[src/rtl/rc_pulse_pkg.sv]
package rc_pulse_pkg;
  parameter int unsigned CNT_W       = 8;
  parameter int unsigned SYNC_STAGES = 2;
endpackage

[src/rtl/rc_pulse_sync.sv]
module rc_pulse_sync #(
  parameter int unsigned STAGES = 2
) (
  input  logic clk_i,
  input  logic rst_ni,
  input  logic raw_i,
  output logic level_o,
  output logic rise_o,
  output logic fall_o
);
  logic [STAGES-1:0] chain_q;
  logic              prev_q;

  for (genvar g = 0; g < STAGES; g++) begin : g_stage
    if (g == 0) begin : g_first
      always_ff @(posedge clk_i or negedge rst_ni) begin
        if (!rst_ni) chain_q[0] <= 1'b0;
        else         chain_q[0] <= raw_i;
      end
    end else begin : g_next
      always_ff @(posedge clk_i or negedge rst_ni) begin
        if (!rst_ni) chain_q[g] <= 1'b0;
        else         chain_q[g] <= chain_q[g-1];
      end
    end
  end

  always_ff @(posedge clk_i or negedge rst_ni) begin
    if (!rst_ni) prev_q <= 1'b0;
    else         prev_q <= chain_q[STAGES-1];
  end

  assign level_o = chain_q[STAGES-1];
  assign rise_o  = chain_q[STAGES-1] & ~prev_q;
  assign fall_o  = ~chain_q[STAGES-1] & prev_q;
endmodule

[src/rtl/rc_pulse_counter.sv]
module rc_pulse_counter #(
  parameter int unsigned W = 8
) (
  input  logic         clk_i,
  input  logic         rst_ni,
  input  logic         level_i,
  input  logic         rise_i,
  input  logic         fall_i,
  input  logic         tick_i,
  output logic [W-1:0] cnt_o
);
  localparam logic [W-1:0] FULL = {W{1'b1}};

  logic [W-1:0] cnt_q;

  // rise restarts, fall clears after capture; count holds at FULL
  always_ff @(posedge clk_i or negedge rst_ni) begin
    if (!rst_ni)                                cnt_q <= '0;
    else if (rise_i || fall_i)                  cnt_q <= '0;
    else if (level_i && tick_i && cnt_q != FULL) cnt_q <= cnt_q + 1'b1;
  end

  assign cnt_o = cnt_q;
endmodule

[src/rtl/rc_pulse_capture.sv]
module rc_pulse_capture #(
  parameter int unsigned W = 8
) (
  input  logic         clk_i,
  input  logic         rst_ni,
  input  logic         fall_i,
  input  logic [W-1:0] cnt_i,
  output logic [W-1:0] value_o,
  output logic         update_o
);
  logic [W-1:0] value_q;
  logic         update_q;

  always_ff @(posedge clk_i or negedge rst_ni) begin
    if (!rst_ni) begin
      value_q  <= '0;
      update_q <= 1'b0;
    end else begin
      update_q <= fall_i;
      if (fall_i) value_q <= cnt_i;
    end
  end

  assign value_o  = value_q;
  assign update_o = update_q;
endmodule

[src/rtl/rc_pulse_digitizer.sv]
module rc_pulse_digitizer
  import rc_pulse_pkg::*;
#(
  parameter int unsigned W      = CNT_W,
  parameter int unsigned STAGES = SYNC_STAGES
) (
  input  logic         clk_i,
  input  logic         rst_ni,
  input  logic         tick_i,
  input  logic         pulse_i,
  output logic [W-1:0] value_o,
  output logic         update_o
);
  logic         level_w;
  logic         rise_w;
  logic         fall_w;
  logic [W-1:0] cnt_w;

  rc_pulse_sync #(.STAGES(STAGES)) i_sync (
    .clk_i   (clk_i),
    .rst_ni  (rst_ni),
    .raw_i   (pulse_i),
    .level_o (level_w),
    .rise_o  (rise_w),
    .fall_o  (fall_w)
  );

  rc_pulse_counter #(.W(W)) i_counter (
    .clk_i   (clk_i),
    .rst_ni  (rst_ni),
    .level_i (level_w),
    .rise_i  (rise_w),
    .fall_i  (fall_w),
    .tick_i  (tick_i),
    .cnt_o   (cnt_w)
  );

  rc_pulse_capture #(.W(W)) i_capture (
    .clk_i    (clk_i),
    .rst_ni   (rst_ni),
    .fall_i   (fall_w),
    .cnt_i    (cnt_w),
    .value_o  (value_o),
    .update_o (update_o)
  );
endmodule

[config.mk]
export PLATFORM = sky130hd
export DESIGN_NAME = rc_pulse_digitizer
export DESIGN_NICKNAME = d
export VERILOG_FILES = /design/src/rtl/rc_pulse_pkg.sv /design/src/rtl/rc_pulse_sync.sv /design/src/rtl/rc_pulse_counter.sv /design/src/rtl/rc_pulse_capture.sv /design/src/rtl/rc_pulse_digitizer.sv
export SDC_FILE = /design/constraint.sdc
export NUM_CORES = 1
export LEC_CHECK = 0
export BUFFER_PORTS_ARGS = -buffer_cell sky130_fd_sc_hd__buf_2
export CAP_MARGIN = 20
export CORE_AREA = 2 2 61 57
export CTS_CLUSTER_SIZE = 14
export DETAILED_ROUTE_END_ITERATION = 10
export DIE_AREA = 0 0 63 59
export PLACE_DENSITY = 0.49
export SETUP_SLACK_MARGIN = 0.05
export SLEW_MARGIN = 20
export SYNTH_ARGS = -nofsm -noshare
export SYNTH_HDL_FRONTEND = slang
export SYNTH_SLANG_ARGS = --single-unit
[constraint.sdc]
create_clock -name clk_i -period 1.67 [get_ports clk_i]
set_input_delay 0.334 -clock clk_i [delete_from_list [all_inputs] [get_ports clk_i]]
set_output_delay 0.334 -clock clk_i [all_outputs]
set_load 0.02 [all_outputs]
# --- Word-level counts from Yosys, hierarchy flattened ---
# Cells that the tools add are included.
op_classes:
  n_mux: 2
  add_sub_neg: 1
  n_reduce_logical: 4
  bitwise_logic: 4
  eq_ne: 1
op_table:
  columns: ["cell", "count"]
  rows:
  - ["two-way mux 8 bit", 2]
  - ["adder 8 x 1 -> 8 bit, second input constant", 1]
  - ["!= test 8 bit, second input constant", 1]
  - ["AND 1 bit", 2]
  - ["logical AND 1 bit", 2]
  - ["NOT 1 bit", 2]
  - ["nonzero test 2 bit", 1]
  - ["logical OR 1 bit", 1]
totals:
  output_inout_bits: 9
  elab_cells: 18
  in_bits: 4
  register_bits: 20

# --- Depth between registers and ports, before layout ---
logic_depth:
  ltp_word: 4
  ltp_mapped: 6
  mapped_depth_nobuf: 5

# --- Cells and area by module ---
# Synthesis repeated with hierarchy kept, for this count alone.
unflattened:
  cells_unflattened: 69
  area_unflattened_um2: 888.4
modules_own_cells:
  columns: ["module", "area_per_inst_um2", "cells_per_inst", "seq_area_each_um2", "n_inst"]
  rows:
  - ["rc_pulse_counter", 441.7, 46, 200.2, 1]
  - ["rc_pulse_capture", 356.6, 18, 225.2, 1]
  - ["rc_pulse_sync", 90.1, 5, 75.1, 1]

# --- Worst setup path before layout ---
# No wires, ideal clock.
synth_path:
  kind: "register -> register"
  start: "register i_sync.chain_q[1], in the netlist i_sync.level_o"
  end: "register i_counter.cnt_q[3], in the netlist i_counter.cnt_o[3]"
  t_required_ps: 1587
  stages_incl_launch_ff: 7
  period_less_slack_ps: 1542
  setup_time_ps: 83
  n_path_buf: 1
  arrival_time_ps: 1460
  setup_slack_ps: 128
  path_cell_list: "dfrtp_1 inv_1 ha_1 buf_6 inv_2 or4_1 o21ai_0"
synth_via:
  elab_chain_cells: 4
  elab_cells_between_ends: 8
  classes_between: "mux (1); bitwise (3); reduce/logical (4)"
synth_rtl:
  columns: ["element", "line", "text"]
  rows:
  - ["start: declaration", "rc_pulse_sync.sv:11", "logic [STAGES-1:0] chain_q;"]
  - ["start signal: indexed assignment", "rc_pulse_sync.sv:23", "else chain_q[g] <= chain_q[g-1];"]
  - ["NOT 1 bit", "rc_pulse_sync.sv:35", "assign fall_o = ~chain_q[STAGES-1] & prev_q;"]
  - ["AND 1 bit", "rc_pulse_sync.sv:35", null]
  - ["logical OR 1 bit", "rc_pulse_counter.sv:19", "else if (rise_i || fall_i) cnt_q <= '0;"]
  - ["two-way mux 8 bit or nonzero test 2 bit (tied branches)", null, null]
  - ["end signal: assignment", "rc_pulse_counter.sv:20", "else if (level_i && tick_i && cnt_q != FULL) cnt_q <= cnt_q + 1'b1;"]
  - ["end: declaration", "rc_pulse_counter.sv:14", "logic [W-1:0] cnt_q;"]
# Parallel ways exist; a longest one is shown, timed or not.
# A chain may end at the register's enable or synchronous reset.

# --- Final worst setup path ---
layout_path:
  start: "register i_counter.cnt_q[0], in the netlist i_counter.cnt_o[0]"
  end: "register i_counter.cnt_q[1], in the netlist i_counter.cnt_o[1]"
layout_via:
  elab_chain_cells: 3
  elab_cells_between_ends: 6
  classes_between: "add/sub (1); eq/ne (1); mux (2); reduce/logical (2)"
layout_rtl:
  columns: ["element", "line"]
  rows:
  - ["adder 8 x 1 -> 8 bit or != test 8 bit (tied branches)", "rc_pulse_counter.sv:20"]
  - ["two-way mux 8 bit or logical AND 1 bit (tied branches)", "rc_pulse_counter.sv:20"]
  - ["two-way mux 8 bit or nonzero test 2 bit (tied branches)", null]
# Parallel ways exist; a longest one is shown, timed or not. The select of a mux whose other input is x is not followed.

==> metrics <==
flops & latches, synth=20; area delta synth->final=17.0%; first-pass GRT wire length=2.90 mm; die area=0.00372 sq mm; Port Buf Inserts=12; crit path DAT=1.69 ns; DRT iter0 DRCs=3; status=complete, no violations; Routed Antenna Nets=0; CTS max path bufs=2; clock sink total=20; Core Region=0.00302 sq mm; Worst Path Required=1.90 ns; P_leak=0.000498 uW; register area share after synthesis=0.556; Switch Pwr=202 uW; P_int=617 uW; Yosys cell types=27; antenna violations before repair=0; largest net degree at the start of global routing=21; antenna cells=0; f_max=684 MHz; clock transition at the registers of the reported paths=0.11 ns; Max-Cap Viols=0; CP Launch Type=flop; final wirelength=1.64 mm; Syn Inst Count=74; Placed Area=0.00102 sq mm; Syn Nets=80; I/O pins=13; Peak VDD IR=0.420 mV; Max Slew Vio Count=0; final instance area=around 0.0011 sq mm; DP HPWL=1.23 mm; total grt overflow=0; CTS resizes=0; routability cong.=0.752; detailed-route via count=631; Hold WC Path Type=in2reg; Nets=99; crit path time final=around 1.5 ns; Die Height=59 um; TritonRoute pass-1 iters=4; Hold Violations, Final=0; crit path max fanout=6; most frequent cells in the layout=20 x dfrtp_1, 12 x buf_2, 9 x nand2_1; final period utilization=0.876; Starting Density=0.298; root buffer cell=clkbuf_4; share of cells above drive strength 1=0.341; GRT Resource Usage Total=0.102; WL/cell=around 12 um; Mapped Area=around 900 sq um; Comb pwr share=0.103; synthesized area per cell=12.2 sq um; hold path cells=1; Final Setup Violations=0; clock share of power=0.276; Reg power frac=0.621; vias in the first global route=618; Pwr Density=779 mW/mm^2; post-DR vias/cell=4.74; worst skew pair latency=roughly 0.30 ns; CTS tree=done; commonest non-fill, non-tap cell in the layout=dfrtp_1; Setup crit end kind=flop; Num CTS Buffers=3; Warnings, synthesis=0; Site Rows=19; Remaining DRCs=0; Setup CP Type=reg2reg; Slew headroom=0.701; R2R depth=4; Fin Setup TNS=0 ns; RSZ-0062 raised after global routing=no; Slew @ Worst Pin=0.449 ns; Clock H-tree levels=1; switch share=0.247; Setup Skew=0.00315 ns; die width=63 um
## worst max-delay path, stage by stage (launching register included)
cell	delay, ns
dfrtp_1	0.44
ha_1	0.26
and3_1	0.25
a21oi_2	0.21
mux2i_1	0.22
## registers in the layout, summed over array words and instances, names as in the netlist
name	count
i_sync.chain_q	1
i_counter.cnt_o	8
i_sync.level_o	1
i_sync.prev_q	1
i_capture.update_o	1
i_capture.value_o	8
## synthesized netlist by cell type, drive strengths merged
master | instances | area share
o21ai | 2 | 0.011
nand3 | 2 | 0.011
nor4 | 3 | 0.021
a211oi | 3 | 0.031
nand4 | 2 | 0.014
mux2i | 3 | 0.033
a41oi | 1 | 0.018
buf | 2 | 0.021
and4 | 2 | 0.019
or2b | 1 | 0.0083
nand2 | 9 | 0.038
mux2 | 8 | 0.10
a21oi | 2 | 0.015
or4 | 1 | 0.0083
ha | 2 | 0.028
o21bai | 1 | 0.0083
dfrtp | 20 | 0.56
and3 | 1 | 0.0070
nor3b | 2 | 0.017
nor2b | 1 | 0.0070
inv | 4 | 0.017
clkbuf | 1 | 0.0042
a31oi | 1 | 0.0070
## path summary, 6_finish.rpt
path / start / end / slack [ns]
setup / recovery: i_counter.cnt_o[0] / i_counter.cnt_o[1] / 0.21
hold / removal: pulse_i / i_sync.chain_q[0] / 0.13
setup reg to reg: i_counter.cnt_o[0] / i_counter.cnt_o[1] / 0.21
hold reg to reg: i_sync.chain_q[0] / i_sync.level_o / 0.37
max in group asynchronous: rst_ni / i_capture.value_o[3] / 0.86
min in group asynchronous: rst_ni / i_sync.prev_q / 0.50
## per-layer routing
layer	vias to the layer above	GRT usage	wire [um]
li1	308	-	-
met1	309	0.135	814
met2	12	0.157	731
met3	2	0.0399	75
met4	0	0.0286	17
met5	-	0	0
## repair_timing
item	4_1_cts	5_1_grt
endpoints found under the hold margin	20	0
endpoints found under the setup margin	0	0
setup buffers	0	0
hold buffers	1	0
## logic make-up (layout without fill, tap and decap cells)
family	Yosys count	after routing	share of synthesized area
AND/OR/NAND/NOR	24	24	0.150
buffers and inverters	7	24	0.0417
AO/OA/AOI/OAI	10	10	0.0904
multiplexers	11	11	0.134
flip-flops	20	20	0.556
adder cells (fa/ha/maj)	2	2	0.0278
## power by group through the flow
stage / clock [uW] / combinational (uW) / sequential, uW
2_1_floorplan: 0 / 39.7 / 527
3_3_place_gp: 0 / 84.2 / 518
3_5_place_dp: 0 / 84.8 / 518
4_1_cts: 243 / 87.1 / 509
5_1_grt: 263 / 94.9 / 511
6_report: 226 / 84.5 / 509
## per-stage QoR
| step | setup WS (ns) | util | power [uW] | std cells | hold WS, ns |
|---|---|---|---|---|---|
| 6_report | 0.208 | 0.349 | 819 | 133 | 0.132 |
| 5_1_grt | 0.105 | 0.349 | 869 | 133 | 0.102 |
| 4_1_cts | 0.188 | 0.349 | 839 | 133 | 0.116 |
| 3_5_place_dp | 0.221 | 0.338 | 603 | 129 | 0.314 |
| 3_3_place_gp | 0.269 | 0.338 | 602 | 129 | 0.310 |
| 2_1_floorplan | 0.128 | - | 567 | 74 | 0.0384 |
## final cells by class
type,instances,area [sq um]
Clock buffer,3,22.5
Fill cell,325,1970
Inverter,4,15.0
Multi-Input combinational cell,47,362
Sequential cell,20,500
Tap cell,42,52.6
Timing Repair Buffer,17,100
Note: power is estimated with default switching activity, not from simulation.
